[src/rtl/scsi_fe_pkg.sv]
package scsi_fe_pkg;
   typedef logic [7:0] byte_t;

   // register indices inside the bank (count bytes must stay consecutive)
   localparam int unsigned IX_OWNID  = 0;
   localparam int unsigned IX_CTRL   = 1;
   localparam int unsigned IX_CNT_HI = 2;
   localparam int unsigned IX_CNT_LO = 4;
   localparam int unsigned IX_DEST   = 5;
   localparam int unsigned IX_RESEL  = 6;
   localparam int unsigned IX_CMD    = 7;
   localparam int unsigned IX_DATA   = 8;
   localparam int unsigned IX_CSR    = 9;
   localparam int unsigned IX_MIN_BANK = 10;

   // command opcodes, compared after masking the single-byte bit
   localparam byte_t OP_MASK    = 8'h7F;
   localparam byte_t OP_RESET   = 8'h00;
   localparam byte_t OP_SEL_ATN = 8'h06;
   localparam byte_t OP_XFER    = 8'h20;

   localparam int unsigned CTRL_EOD_BIT = 3;
   localparam int unsigned AUX_RDY_BIT  = 0;
   localparam int unsigned AUX_INT_BIT  = 7;

   // condition status codes
   localparam byte_t ST_RESET_DONE = 8'h00;
   localparam byte_t ST_SEL_TMO    = 8'h42;
   localparam byte_t ST_XFER_DONE  = 8'h16;
   localparam byte_t ST_REQ_GROUP  = 8'h88;

   typedef enum logic [2:0] {
      PH_DOUT = 3'd0,
      PH_DIN  = 3'd1,
      PH_CMD  = 3'd2
   } phase_e;
endpackage

[src/rtl/scsi_fe_decode.sv]
module scsi_fe_decode #(
   parameter int unsigned ADDR_W   = 3,
   parameter int unsigned PORT_OFF = 3,
   parameter int unsigned STRIDE   = 4
) (
   input  logic              acc_valid,
   input  logic              acc_write,
   input  logic [ADDR_W-1:0] acc_addr,
   output logic              ptr_wr,
   output logic              stat_rd,
   output logic              val_wr,
   output logic              val_rd
);
   localparam int unsigned DATA_OFF = PORT_OFF + STRIDE;

   if (DATA_OFF >= (1 << ADDR_W)) begin : g_bad_window
      $error("scsi_fe_decode: data port offset outside the address window");
   end

   logic hit_addr, hit_data;

   always_comb begin
      hit_addr = acc_valid && (acc_addr == ADDR_W'(PORT_OFF));
      hit_data = acc_valid && (acc_addr == ADDR_W'(DATA_OFF));
      ptr_wr   = hit_addr &&  acc_write;
      stat_rd  = hit_addr && !acc_write;
      val_wr   = hit_data &&  acc_write;
      val_rd   = hit_data && !acc_write;
   end

   always_comb begin
      a_r1_one_port : assert ($onehot0({ptr_wr, stat_rd, val_wr, val_rd}))
         else $error("a_r1_one_port: more than one port strobe");
   end
endmodule

[src/rtl/scsi_fe_regbank.sv]
module scsi_fe_regbank
   import scsi_fe_pkg::*;
#(
   parameter int unsigned NREGS = 16,
   localparam int unsigned SEL_W = $clog2(NREGS)
) (
   input  logic                  clk,
   input  logic                  rst_n,
   input  logic                  ptr_ld,
   input  byte_t                 ptr_val,
   input  logic                  advance,
   input  logic                  store_en,
   input  byte_t                 wdata,
   input  logic                  csr_ld,
   input  byte_t                 csr_val,
   output logic [SEL_W-1:0]      sel,
   output logic [NREGS-1:0][7:0] regs
);
   if ((NREGS & (NREGS - 1)) != 0 || NREGS < IX_MIN_BANK) begin : g_bad_bank
      $error("scsi_fe_regbank: NREGS must be a power of two of at least 10");
   end

   always_ff @(posedge clk) begin
      if (!rst_n)       sel <= '0;
      else if (ptr_ld)  sel <= ptr_val[SEL_W-1:0];
      else if (advance) sel <= sel + SEL_W'(1);
   end

   for (genvar i = 0; i < NREGS; i++) begin : g_reg
      always_ff @(posedge clk) begin
         if (!rst_n)
            regs[i] <= '0;
         else if (csr_ld && (i == IX_CSR))
            regs[i] <= csr_val;
         else if (store_en && (sel == SEL_W'(i)))
            regs[i] <= wdata;
      end
   end

   a_r4_ptr_step : assert property (@(posedge clk) disable iff (!rst_n)
      (advance && !ptr_ld) |=> (sel == $past(sel) + SEL_W'(1)))
      else $error("a_r4_ptr_step: pointer did not advance");
   a_r2_ptr_hold : assert property (@(posedge clk) disable iff (!rst_n)
      (!advance && !ptr_ld) |=> $stable(sel))
      else $error("a_r2_ptr_hold: pointer moved without a write");
endmodule

[src/rtl/scsi_fe_seq.sv]
module scsi_fe_seq
   import scsi_fe_pkg::*;
#(
   parameter int unsigned NREGS     = 16,
   parameter int unsigned CNT_BYTES = 3,
   parameter int unsigned ID_W      = 3,
   localparam int unsigned SEL_W = $clog2(NREGS),
   localparam int unsigned CNT_W = 8 * CNT_BYTES,
   localparam int unsigned NTGT  = 1 << ID_W
) (
   input  logic                  clk,
   input  logic                  rst_n,
   input  logic                  val_wr,
   input  logic                  val_rd,
   input  logic [SEL_W-1:0]      sel,
   input  byte_t                 wdata,
   input  logic [NREGS-1:0][7:0] regs,
   input  logic [NTGT-1:0]       tgt_present,
   input  logic                  tgt_dir_in,
   output logic                  store_en,
   output logic                  csr_ld,
   output byte_t                 csr_val,
   output logic                  irq_pend,
   output logic                  err_q,
   output phase_e                phase_q
);
   if (CNT_BYTES < 1 || CNT_BYTES > IX_CNT_LO - IX_CNT_HI + 1) begin : g_bad_cnt
      $error("scsi_fe_seq: CNT_BYTES must be 1 to 3");
   end
   if (ID_W < 1 || ID_W > 7) begin : g_bad_id
      $error("scsi_fe_seq: ID_W must be 1 to 7");
   end

   logic [CNT_W-1:0] cnt_q, bpos_q, cnt_load;
   logic wr_cmd, wr_ctl, wr_data, rd_csr, xfer_mode;
   logic data_xfer, overrun, last_byte, tgt_hit;
   byte_t op;
   phase_e dir_ph;

   always_comb begin
      for (int k = 0; k < CNT_BYTES; k++)
         cnt_load[8*k +: 8] = regs[IX_CNT_LO - k];
   end

   always_comb begin
      wr_cmd    = val_wr && (sel == SEL_W'(IX_CMD));
      wr_ctl    = val_wr && (sel == SEL_W'(IX_CTRL));
      wr_data   = val_wr && (sel == SEL_W'(IX_DATA));
      rd_csr    = val_rd && (sel == SEL_W'(IX_CSR));
      op        = wdata & OP_MASK;
      xfer_mode = ((regs[IX_CMD] & OP_MASK) == OP_XFER);
      data_xfer = wr_data && xfer_mode;
      overrun   = data_xfer && ((cnt_q == '0) || (bpos_q >= cnt_q));
      last_byte = data_xfer && !overrun && ((bpos_q + CNT_W'(1)) == cnt_q);
      store_en  = val_wr && !overrun;
      tgt_hit   = tgt_present[regs[IX_DEST][ID_W-1:0]];
      dir_ph    = tgt_dir_in ? PH_DIN : PH_DOUT;

      csr_ld  = 1'b0;
      csr_val = ST_RESET_DONE;
      if (wr_cmd && op == OP_RESET) begin
         csr_ld  = 1'b1;
         csr_val = ST_RESET_DONE;
      end else if (wr_cmd && op == OP_SEL_ATN) begin
         csr_ld  = 1'b1;
         csr_val = tgt_hit ? (ST_REQ_GROUP | byte_t'(PH_CMD)) : ST_SEL_TMO;
      end else if (last_byte) begin
         csr_ld  = 1'b1;
         csr_val = ST_XFER_DONE | byte_t'(dir_ph);
      end
   end

   always_ff @(posedge clk) begin
      if (!rst_n) begin
         irq_pend <= 1'b0;
         err_q    <= 1'b0;
         phase_q  <= PH_DOUT;
         cnt_q    <= '0;
         bpos_q   <= '0;
      end else begin
         if (rd_csr) irq_pend <= 1'b0;
         if (wr_ctl && wdata[CTRL_EOD_BIT]) irq_pend <= 1'b0;
         if (wr_cmd) begin
            case (op)
               OP_RESET:   irq_pend <= 1'b1;
               OP_SEL_ATN: begin
                  irq_pend <= 1'b1;
                  if (tgt_hit) phase_q <= PH_CMD;
               end
               OP_XFER: begin
                  irq_pend <= 1'b0;
                  cnt_q    <= cnt_load;
                  bpos_q   <= '0;
               end
               default: ;
            endcase
         end
         if (data_xfer && !overrun) bpos_q <= bpos_q + CNT_W'(1);
         if (last_byte) begin
            irq_pend <= 1'b1;
            phase_q  <= dir_ph;
         end
         if (overrun) err_q <= 1'b1;
      end
   end

   a_r11_err_sticky : assert property (@(posedge clk) disable iff (!rst_n)
      $past(err_q) |-> err_q)
      else $error("a_r11_err_sticky: error flag dropped");
   a_r10_pos_bounded : assert property (@(posedge clk) disable iff (!rst_n)
      bpos_q <= cnt_q)
      else $error("a_r10_pos_bounded: byte position past count");
   a_r5_csr_read_clears : assert property (@(posedge clk) disable iff (!rst_n)
      rd_csr |=> !irq_pend)
      else $error("a_r5_csr_read_clears: interrupt survived status read");
   a_r7_irq_from_write : assert property (@(posedge clk) disable iff (!rst_n)
      $rose(irq_pend) |-> $past(val_wr))
      else $error("a_r7_irq_from_write: interrupt rose without a write");
   a_r8_phase_legal : assert property (@(posedge clk) disable iff (!rst_n)
      phase_q inside {PH_DOUT, PH_DIN, PH_CMD})
      else $error("a_r8_phase_legal: illegal phase");
endmodule

[src/rtl/scsi_ifc_front.sv]
module scsi_ifc_front
   import scsi_fe_pkg::*;
#(
   parameter int unsigned ADDR_W    = 3,
   parameter int unsigned PORT_OFF  = 3,
   parameter int unsigned STRIDE    = 4,
   parameter int unsigned NREGS     = 16,
   parameter int unsigned CNT_BYTES = 3,
   parameter int unsigned ID_W      = 3,
   localparam int unsigned SEL_W = $clog2(NREGS),
   localparam int unsigned NTGT  = 1 << ID_W
) (
   input  logic              clk,
   input  logic              rst_n,
   input  logic              acc_valid,
   input  logic              acc_write,
   input  logic [ADDR_W-1:0] acc_addr,
   input  logic [7:0]        acc_wdata,
   output logic [7:0]        acc_rdata,
   input  logic [NTGT-1:0]   tgt_present,
   input  logic              tgt_dir_in,
   output logic              irq,
   output logic              xfer_err,
   output logic [2:0]        phase
);
   logic ptr_wr, stat_rd, val_wr, val_rd;
   logic store_en, csr_ld, irq_pend, err_q;
   byte_t csr_val;
   phase_e phase_q;
   logic [SEL_W-1:0] sel;
   logic [NREGS-1:0][7:0] regs;

   scsi_fe_decode #(.ADDR_W(ADDR_W), .PORT_OFF(PORT_OFF), .STRIDE(STRIDE)) u_decode (
      .acc_valid(acc_valid), .acc_write(acc_write), .acc_addr(acc_addr),
      .ptr_wr(ptr_wr), .stat_rd(stat_rd), .val_wr(val_wr), .val_rd(val_rd)
   );

   scsi_fe_regbank #(.NREGS(NREGS)) u_bank (
      .clk(clk), .rst_n(rst_n), .ptr_ld(ptr_wr), .ptr_val(acc_wdata),
      .advance(val_wr), .store_en(store_en), .wdata(acc_wdata),
      .csr_ld(csr_ld), .csr_val(csr_val), .sel(sel), .regs(regs)
   );

   scsi_fe_seq #(.NREGS(NREGS), .CNT_BYTES(CNT_BYTES), .ID_W(ID_W)) u_seq (
      .clk(clk), .rst_n(rst_n), .val_wr(val_wr), .val_rd(val_rd), .sel(sel),
      .wdata(acc_wdata), .regs(regs), .tgt_present(tgt_present),
      .tgt_dir_in(tgt_dir_in), .store_en(store_en), .csr_ld(csr_ld),
      .csr_val(csr_val), .irq_pend(irq_pend), .err_q(err_q), .phase_q(phase_q)
   );

   always_comb begin
      acc_rdata = 8'h00;
      if (stat_rd) begin
         acc_rdata[AUX_RDY_BIT] = 1'b1;
         acc_rdata[AUX_INT_BIT] = irq_pend;
      end else if (val_rd) begin
         acc_rdata = regs[sel];
      end
   end

   assign irq      = irq_pend;
   assign xfer_err = err_q;
   assign phase    = phase_q;

   a_r3_aux_ready : assert property (@(posedge clk) disable iff (!rst_n)
      stat_rd |-> (acc_rdata[AUX_RDY_BIT] && acc_rdata[AUX_INT_BIT] == irq))
      else $error("a_r3_aux_ready: status byte wrong");
   a_r1_idle_zero : assert property (@(posedge clk) disable iff (!rst_n)
      !acc_valid |-> (acc_rdata == 8'h00))
      else $error("a_r1_idle_zero: read data without access");
endmodule

[config.mk]
export PLATFORM = sky130hd
export DESIGN_NAME = scsi_ifc_front
export DESIGN_NICKNAME = d
export VERILOG_FILES = /design/src/rtl/scsi_fe_pkg.sv /design/src/rtl/scsi_fe_decode.sv /design/src/rtl/scsi_fe_regbank.sv /design/src/rtl/scsi_fe_seq.sv /design/src/rtl/scsi_ifc_front.sv
export SDC_FILE = /design/constraint.sdc
export NUM_CORES = 1
export LEC_CHECK = 0
export BUFFER_PORTS_ARGS = -buffer_cell sky130_fd_sc_hd__buf_2
export CORE_ASPECT_RATIO = 0.5
export CORE_MARGIN = 1
export CORE_UTILIZATION = 35
export CTS_CLUSTER_SIZE = 28
export DETAILED_ROUTE_END_ITERATION = 10
export PLACE_DENSITY = 0.53
export SLEW_MARGIN = 15
export SYNTH_ARGS = -nofsm -noshare
export SYNTH_HDL_FRONTEND = slang
export SYNTH_HIERARCHICAL = 1
export SYNTH_SLANG_ARGS = --single-unit
[constraint.sdc]
create_clock -name clk -period 3.53 [get_ports clk]
set_input_delay 0 -clock clk [delete_from_list [all_inputs] [get_ports clk]]
set_output_delay 0 -clock clk [all_outputs]
set_load 0.01 [all_outputs]
; ---- After elaboration in Yosys (flattened, before gate mapping)
; Index checks and enable logic that the tools add are counted.
[op_classes]
n_addsub = 2
mul = 0
n_div = 0
order_cmp = 3
eq_ne = 21
shift = 0
muxes = 32
n_bitwise = 0
n_reduce_logical = 51
[op_table]
columns = op, n
row1 = two-way mux 24 bit, 3
row2 = two-way mux 8 bit, 7
row3 = logical AND 1 bit, 34
row4 = binary-select mux 8 bit (select 4 bit), 1
row5 = equality test 4 bit (second input constant), 8
row6 = adder 24 x 1 -> 24 bit (second input constant), 1
row7 = equality test 24 bit, 1
row8 = >= comparator 24 bit, 1
row9 = logical NOT 24 bit, 1
row10 = equality test 4 x 3 -> 1 bit (second input constant), 4
row11 = equality test 7 x 6 -> 1 bit (second input constant), 2
row12 = nonzero test 2 bit, 7
row13 = two-way mux 3 bit, 4
row14 = two-way mux 1 bit, 11
row15 = equality test 4 x 2 -> 1 bit (second input constant), 2
row16 = logical NOT 8 bit, 1
row17 = two-way mux 4 bit, 2
row18 = equality test 7 x 3 -> 1 bit (second input constant), 1
row19 = two-way mux 6 bit, 1
row20 = less-than comparator 4 x 5 -> 1 bit (second input constant), 1
row21 = two-way mux 5 bit, 1
row22 = adder 4 x 1 -> 4 bit (second input constant), 1
row23 = equality test 4 x 1 -> 1 bit (second input constant), 1
row24 = logical NOT 4 bit, 1
row25 = 10 further kinds, 12
[totals]
regBits = 185
latch_bits = 0
ramBits = 0
mem_bits_ro = 0
input_bits = 24
out_inout_bits = 13
wordCells = 131
mem_count = 0

; ---- Longest topological paths before layout
; Gate-level depths: netlist of run 1.
[depth]
word_depth = 13
depth_mapped = 15
mapped_depth_nobuf = 13

; ---- By module
; The synthesis of run 1 kept the hierarchy.
[modules_own_cells]
columns = module, instances, cells_per_inst, area_per_inst_um2, seq_area_each_um2
row1 = scsi_fe_regbank, 1, 582, 5338.9, 2642.5
row2 = scsi_fe_seq, 1, 503, 3791.1, 1041.0
row3 = scsi_ifc_front, 1, 105, 1134.8, 0.0
row4 = scsi_fe_decode, 1, 8, 41.3, 0.0

; ---- Worst setup path after synthesis of run 1
; No wires, ideal clock.
[synth_timing]
kind = register to register
from = reg u_seq.cnt_q[21]
to = reg u_bank/regs[78] in the netlist's numbering
setup_ns = 0.132
t_arrival_ns = 3.301
t_required_ns = 3.398
setup_slack_ns = 0.098
stages_incl_launch_ff = 16
path_buffers = 2
period_less_slack_ns = 3.432
path_cell_list = dfxtp_1 > inv_1 > ha_1 > and4_1 > a21oi_1 > o21ai_0 > a2111oi_2 > nand2b_1 > clkbuf_1 > or4b_1 > or3_1 > nand2_1 > inv_1 > clkbuf_1 > o21ai_0 > a21oi_1
[synth_via]
elab_chain_cells = 10
elab_cells_between_ends = 15
classes_between = order compare (1) / eq/ne (1) / mux (4) / reduce/logical (9)
[synth_lines]
columns = element, line_no
row1 = from (decl), scsi_fe_seq.sv:34  ; logic [CNT_W-1:0] cnt_q, bpos_q, cnt_load;
row2 = from (signal assigned), scsi_fe_seq.sv:92  ; cnt_q <= cnt_load;
row3 = >= comparator 24 bit or logical NOT 24 bit (tied branches), scsi_fe_seq.sv:53  ; overrun = data_xfer && ((cnt_q == '0) || (bpos_q >= cnt_q));
row4 = logical OR 1 bit, scsi_fe_seq.sv:53
row5 = logical AND 1 bit, scsi_fe_seq.sv:53
row6 = logical NOT 1 bit, scsi_fe_seq.sv:54  ; last_byte = data_xfer && !overrun && ((bpos_q + CNT_W'(1)) == cnt_q);
row7 = logical AND 1 bit, scsi_fe_seq.sv:54
row8 = logical AND 1 bit *, scsi_fe_seq.sv:54
row9 = two-way mux 1 bit *, scsi_fe_seq.sv:67  ; end else if (last_byte) begin
row10 = two-way mux 1 bit *, scsi_fe_seq.sv:64  ; end else if (wr_cmd && op == OP_SEL_ATN) begin
row11 = two-way mux 1 bit *, scsi_fe_seq.sv:61  ; if (wr_cmd && op == OP_RESET) begin
row12 = via csr_ld, scsi_ifc_front.sv:27  ; logic store_en, csr_ld, irq_pend, err_q;
row13 = two-way mux 8 bit or nonzero test 2 bit (tied branches), n/a
row14 = "to (signal, indexed assignment)", scsi_fe_regbank.sv:34  ; regs[i] <= csr_val;
row15 = "to (signal, indexed assignment)", scsi_fe_regbank.sv:36  ; regs[i] <= wdata;
row16 = to (decl), scsi_fe_regbank.sv:17  ; output logic [NREGS-1:0][7:0] regs
; The timed path passes the listed nets; every way through them passes the cells marked *.
; A chain may end at the register's enable or synchronous reset.

; ---- Worst setup path in the final report of run 1
[layout_timing]
from = reg u_seq.bpos_q[3]
to = reg u_bank/regs[73] in the netlist's numbering
[layout_via]
elab_chain_cells = 10
elab_cells_between_ends = 18
classes_between = add/sub (1) / order compare (1) / eq/ne (1) / mux (7) / reduce/logical (8)
[layout_lines]
columns = element, line_no
row1 = from (decl), scsi_fe_seq.sv:34
row2 = from (signal assigned), scsi_fe_seq.sv:98  ; if (data_xfer && !overrun) bpos_q <= bpos_q + CNT_W'(1);
row3 = branches (longest 5 deep; another with adder 24 x 1 -> 24 bit), n/a
row4 = logical AND 1 bit *, scsi_fe_seq.sv:54
row5 = two-way mux 1 bit *, scsi_fe_seq.sv:67
row6 = two-way mux 1 bit *, scsi_fe_seq.sv:64
row7 = two-way mux 1 bit *, scsi_fe_seq.sv:61
row8 = via csr_ld, scsi_ifc_front.sv:27
row9 = two-way mux 8 bit or nonzero test 2 bit (tied branches), n/a
; Mark *: on every way through the listed nets, which the timed path passes.

==> results of run 1 <==
-- Yosys cell counts, types with 3 or more instances --
cell type  number
and4b_1         8
a22oi_1         6
nor2b_1        48
inv_1          35
dfxtp_1       184
buf_2          24
nand4b_2        7
or3b_2          5
xnor2_1        22
xor2_1         14
nor3_1          8
clkbuf_1       44
nor2_1         38
o31ai_1         3
nand3b_1        4
a22o_1          4
or3_1          15
and4_1          9
buf_6           5
and2_1          5
and4bb_2        4
ha_1           29
nor4b_1         3
buf_4          12
a221o_1         5
nand2b_1        3
mux4_2         19
nand2_1       257
a21boi_0       88
and3_1         11
mux2i_1        65
nand3_1        20
nand4_1        20
nor4_1         11
o21ai_0        39
mux4_1          4
a21oi_1        74
-- layout by cell type, fill, tap and decap left out, types with 4 or more instances in the layout --
cell           instances
a21boi_0              88
a21oi_1               74
a221o_1                5
a22o_1                 4
a22oi_1                6
and2_1                 5
and3_1                11
and4_1                 7
and4b_1                6
and4bb_2               4
buf_12                 4
buf_2                 36
buf_4                 73
clkbuf_16             17
dfxtp_1              178
dfxtp_2                5
dlygate4sd3_1          4
ha_1                  28
inv_1                 34
mux2i_1               65
mux4_1                 4
mux4_2                19
nand2_1              256
nand3_1               17
nand3b_1               4
nand4_1               20
nand4b_2               7
nor2_1                38
nor2b_1               47
nor3_1                 8
nor4_1                 9
nor4_4                 4
o21ai_0               33
o21ai_1                6
or3_1                 14
or3b_2                 5
xnor2_1               21
xor2_1                14
-- sequential cells by signal (all words and copies together) (netlist names) --
signal	flops
u_bank/regs	128
u_bank/sel	4
u_seq/bpos_q	24
u_seq/cnt_q	24
u_seq/err_q	1
u_seq/irq_pend	1
u_seq/phase_q	2
-- repair_timing --
item / 4_1_cts / 5_1_grt
resized for setup: 3 / 33
hold buffers: 4 / 0
setup buffers: 0 / 9
setup endpoints to repair: 8 / 113
hold endpoints to repair: 16 / 0
pin swaps: 0 / 8
-- per-stage QoR --
stage          setup WS, ps  TNS [ps]  utilization [%]  cells
2_1_floorplan          97.7         0                -   1199
3_3_place_gp          -2.35     -2.35             39.2   1598
3_5_place_dp          -57.5      -116             39.2   1598
4_1_cts               -15.4     -40.6             41.6   1634
5_1_grt               -21.9      -132             42.2   1643
6_report                134         0             42.2   1643
-- critical path: stages, from the launching register on --
cell and delay (ps):
dfxtp_2 340, buf_6 140, nand4_1 180, nor4_4 410, nand4_1 190, xnor2_1 180, a211o_1 300, or4_4 550
or3_4 430, nand2_2 90, clkinvlp_4 80, buf_2 160, o21ai_0 170, a21oi_1 60
-- final timing paths --
check	start	cells after the start	slack, ps	end
max	u_seq/bpos_q[3]$_SDFFE_PN0P_	13	130	u_bank/regs[73]$_SDFFE_PN0P_
min	acc_wdata[0]	3	30	u_bank/regs[40]$_SDFFE_PN0P_
max reg2reg	u_seq/bpos_q[3]$_SDFFE_PN0P_	13	130	u_bank/regs[73]$_SDFFE_PN0P_
min reg2reg	u_bank/regs[54]$_SDFFE_PN0P_	2	460	u_bank/regs[54]$_SDFFE_PN0P_
-- cell type report --
type	count	area [µm²]
clock buffer	19	453
clock inverter	13	186
fill	2858	16400
inverter	36	139
multi-input combinational	891	6140
sequential	184	3690
tap	382	478
timing repair buffer	118	860
-- report_power, final --
part,switching [mW],internal (mW),total (mW)
registers,0.00125,2.08,2.08
clock network,0.915,1.18,2.09
logic,0.111,0.0581,0.169
total,1.03,3.31,4.34
-- kinds of logic (layout without fill, tap and decap cells) --
| logic type | after synthesis | count (layout) | share of synthesized area [%] |
|---|---|---|---|
| and+or+nand+nor | 489 | 489 | 24.6 |
| AOI/OAI and AO/OA | 245 | 245 | 15.6 |
| DFF | 184 | 184 | 35.7 |
| buffers and inverters | 124 | 186 | 5.78 |
| muxes | 90 | 90 | 11.7 |
| xor gates and xnor gates | 36 | 36 | 3.06 |
| adders and majority gates | 29 | 29 | 3.52 |
| other | 1 | 2 | 0.0364 |
-- routing by layer --
layer / up-vias / part of all wire [%]
met3: 39 / 4.3
met4: 2 / 2.2
li1: 4298 / -
met5: - / 0.054
met2: 190 / 46
met1: 4294 / 47
==> flow_summary.ini, run 1 <==
[timing]
fmax_ghz = 0.294
period_share_pct = 96.2
worst_pin_slew_ps = 908
max-slew-margin-rel_pct = 39.5
min_period_ps = 3400
worst_hold_slack_ps = 31.0
slew_violations = 0
setup_viol = 0
clock_skew_ps = 10.5
hold_viol = 0

[die]
die_width_um = 245
dieArea_um2 = 30200
ios = 37
core_area_um2 = 28300
row_count = 43
start_util_pct = 36.4
die_h_um = 123

[grt]
grt_first_pass_wirelength_um = 49100
grt_usage_pct = 21.4
globalRouteMet3Util_pct = 3.69
grt-busiest-layer = met2
grt_max_degree = 59
grt_pass1_vias = 8357
overflow = 0
met2_usage_pct = 34.7
use_met1_pct = 29.0
antenna_found_initial = 1

[synth]
yosysWarnings = 6
ys_seq_elements = 184
yosysSeqAreaShare_pct = 35.7
syn-instance-count = 1198
yosysTopAreaCell = dfxtp_1
synthFlopType = dfxtp_1
synthArstFlopShare_pct = 0
ys_types = 74
synth_top_area_share_pct = 35.7
synth_area_leaders = dfxtp_1 (36%), nand2_1 (9.4%), a21boi_0 (6.4%)
synth_area_um2 = 10300
syn_area_per_cell_um2 = 8.60
synth-edff-count = 0

[job]
maxCapViolCount = 0

[cells_and_area]
layout.nets = 1301
postLayoutCellArea_um2 = 11900
syn2layout_area_growth_pct = 15.9
drive_gt1_share_pct = 17.2
diodes = 0

[route]
wl_per_cell_um = 19.1
initialDrtViolationCount = 611
routed_wl_um = 31400
detail-route-antenna-nets = 0
drt_pre_antenna_iters = 5
drc = 0
viasPerCell = 5.37
vias = 8823

[clock_network]
htreeDepth = 4
root_buffer = clkbuf_16
tritoncts = yes
clk-insertion-delay-late_ps = 460
cts_buffers = 17
clockBufferDepth = 2
path_clk_slew_ps = 70
clock_sinks = 184

[critical_path]
crit_type = register to register
worstPathArrival_ps = 3750
path_max_fanout = 10
startpoint_type = register
critPathRequiredTime_ps = 3880
end_kind = register

[power_and_ir_drop]
pwr_density_cell_nw_per_um2 = 363
p_leak_nw = 4.26
peakVddDrop_uv = 341
power.total_mw = 4.34

[placement]
dp_hpwl_um = 21600
place_area_um2 = 11100
routabilityCongestion = 0.913
port_buffers = 35

[run_status]
outcome = finished, final reports clean

[hold_path]
hold_path_class = input port to register
No activity file was read; power rests on OpenSTA's default activity.
==> run 2: changes to the inputs <==
Settings changed: CORE_UTILIZATION 35 to 41, CTS_CLUSTER_SIZE 28 to default, PLACE_DENSITY 0.53 to 0.6.
==> run 2 against run 1 <==
Register-to-register slack worse by 20 ps. Non-clock buffer count is 14 lower. Sequential power hardly changed. Clock skew is 0.98 ps lower. Power is 0.55% higher. Maximum frequency is 0.65% lower. Sequential share of layout area is 0.61 points higher. Via count is 0.54% higher. Combinational power hardly changed. Clock power hardly changed. Cell count is 3.6% lower. Critical path type unchanged. Largest power group unchanged.
==> flow_summary.ini, run 2 (synthesized netlist as in run 1, its figures left out) <==
[cells_and_area]
reg_top3 = u_bank/regs: 128 flops, u_seq/bpos_q: 24 flops, u_seq/cnt_q: 24 flops
syn2layout_area_growth_pct = 13.8
drive_gt1_share_pct = 16.2
layout.cells.non_filler = 1584
largest_reg_flops = 128
layout_common_cells = nand2_1 (255), dfxtp_1 (174), a21boi_0 (88)
largest_register = u_bank/regs
diodes = 0
layout.nets = 1288
final_common_cell = nand2_1

[power_and_ir_drop]
pwr-share-seq_pct = 47.6
peakVddDrop_uv = 282
p_leak_nw = 4.17
pwr_density_cell_nw_per_um2 = 372
switching_power_mw = 1.01
combinationalPowerShare_pct = 3.8
power_frac_clock_pct = 48.6
power.total_mw = 4.36
power.internal_mw = 3.35
netSwitchingFraction_pct = 23.1

[critical_path]
r2r_slack_ps = 110
reg2reg_to = u_bank/regs[75]$_SDFFE_PN0P_
slowest_delay_ps = 550
critPathBufInv = 3
rr_startpoint = u_seq/bpos_q[9]$_SDFFE_PN0P_
startpoint_type = register
reg2reg_depth = 13
end_kind = register
worstPathArrival_ps = 3750
critPathRequiredTime_ps = 3860
path_cells = nand4_1 -> buf_4 -> nor4_1 -> buf_4 -> xnor2_1 -> nand4_1 -> a211o_1 -> or4_4 -> or3_4 -> nand2_4 -> clkinvlp_4 -> o21ai_0 -> a21oi_1
crit_family = simple AND/OR/NAND/NOR gates
crit_type = register to register
path_max_fanout = 7
crit_slowest_cell = or4_4

[timing]
clock_skew_ps = 9.55
slew_violations = 0
rsz0062_at_grt = false
fmax_ghz = 0.293
hold_viol = 0
worst_hold_slack_ps = 33.1
worst_pin_slew_ps = 1130
max-slew-margin-rel_pct = 24.9
finalWorstSetupSlack_ps = 112
period_share_pct = 96.8
tns_ps = 0
min_period_ps = 3420
setup_viol = 0

[clock_network]
htreeDepth = 4
clock_sinks = 184
clk-insertion-delay-late_ps = 440
tritoncts = yes
path_clk_slew_ps = 80
clockBufferDepth = 2
root_buffer = clkbuf_16
cts_buffers = 17

[hold_path]
hold_path_class = input port to register
hp-start = acc_wdata[0]
min_delay_path_depth = 3
hold_end = u_bank/regs[40]$_SDFFE_PN0P_

[placement]
dp_cells = 1543
port_buffers = 35
pre_cts_slack_ps = -74.5
routabilityCongestion = 0.884
dp_hpwl_um = 20200

[route]
detail-route-antenna-nets = 0
vias = 8871
wl_per_cell_um = 18.7
viasPerCell = 5.60
drt_pre_antenna_iters = 5
initialDrtViolationCount = 746
drc = 0
routed_wl_um = 29600

[grt]
grt_pass1_vias = 8358
grt_max_degree = 134
grt_usage_pct = 23.3
overflow = 0
antenna_found_initial = 0
grt_first_pass_wirelength_um = 46100

[die]
dieArea_um2 = 25800
die_h_um = 114
ios = 37
core_area_um2 = 24300
row_count = 40
die_width_um = 226
start_util_pct = 42.4

[job]
maxCapViolCount = 0

[run_status]
outcome = finished, final reports clean
## run 2: routing by layer
metal	GRT usage [%]	up-vias	wire length (µm)
met5	0	-	0
met4	7.07	0	547
met3	4.00	34	1460
met2	37.6	243	13600
met1	31.9	4325	14000
li1	-	4269	-
## run 2: worst max path at each step
stage | slack (ps) | endpoint | depth (start not counted) | startpoint
2_1_floorplan | 100 | u_bank/regs[78]$_SDFFE_PN0P_ | 15 | u_seq/cnt_q[21]$_SDFFE_PN0P_
3_3_place_gp | -20 | u_bank/regs[77]$_SDFFE_PN0P_ | 11 | u_seq/bpos_q[12]$_SDFFE_PN0P_
3_5_place_dp | -70 | u_bank/regs[74]$_SDFFE_PN0P_ | 12 | u_seq/bpos_q[3]$_SDFFE_PN0P_
4_1_cts | 9 | u_bank/regs[74]$_SDFFE_PN0P_ | 12 | u_seq/bpos_q[3]$_SDFFE_PN0P_
5_1_grt | 2 | u_bank/regs[72]$_SDFFE_PN0P_ | 13 | u_seq/cnt_q[17]$_SDFFE_PN0P_
6_report | 110 | u_bank/regs[75]$_SDFFE_PN0P_ | 13 | u_seq/bpos_q[9]$_SDFFE_PN0P_
## run 2: metrics by stage
step	utilization, %	instance area (µm²)
final	48.2	11700
after floorplan	-	10300
after global placement	44.9	10900
after detailed placement	44.9	10900
after CTS	48.0	11700
after global routing	48.2	11700
## run 2: timing repair
| action | 4_1_cts | 5_1_grt |
|---|---|---|
| endpoints found under the hold margin | 1 | 0 |
| gates cloned | 1 | 0 |
| gates resized for setup | 8 | 21 |
| pin swaps | 4 | 4 |
| endpoints found under the setup margin | 8 | 70 |
| hold buffers | 1 | 0 |
| buffers inserted | 7 | 0 |
## run 2: worst min-delay path, cell delays in order
cell	delay (ps)
buf_2	250
nand2_1	110
a21boi_0	70
## run 2: final cells by class
| class | instances | area (µm²) |
|---|---|---|
| tap | 336 | 420 |
| sequential | 184 | 3700 |
| multi-input combinational | 891 | 6110 |
| clock inverter | 12 | 189 |
| fill | 2375 | 12600 |
| inverter | 36 | 139 |
| clock buffer | 20 | 447 |
| timing repair buffer | 104 | 721 |
| timing repair inverter | 1 | 7.51 |
## run 2: power groups by stage
stage / Clock, mW / Combinational, mW / Sequential, mW
2_1_floorplan: 0 / 0.102 / 2.13
3_3_place_gp: 0 / 0.159 / 2.13
3_5_place_dp: 0 / 0.163 / 2.13
4_1_cts: 2.14 / 0.164 / 2.08
5_1_grt: 2.23 / 0.174 / 2.08
6_report: 2.12 / 0.166 / 2.08
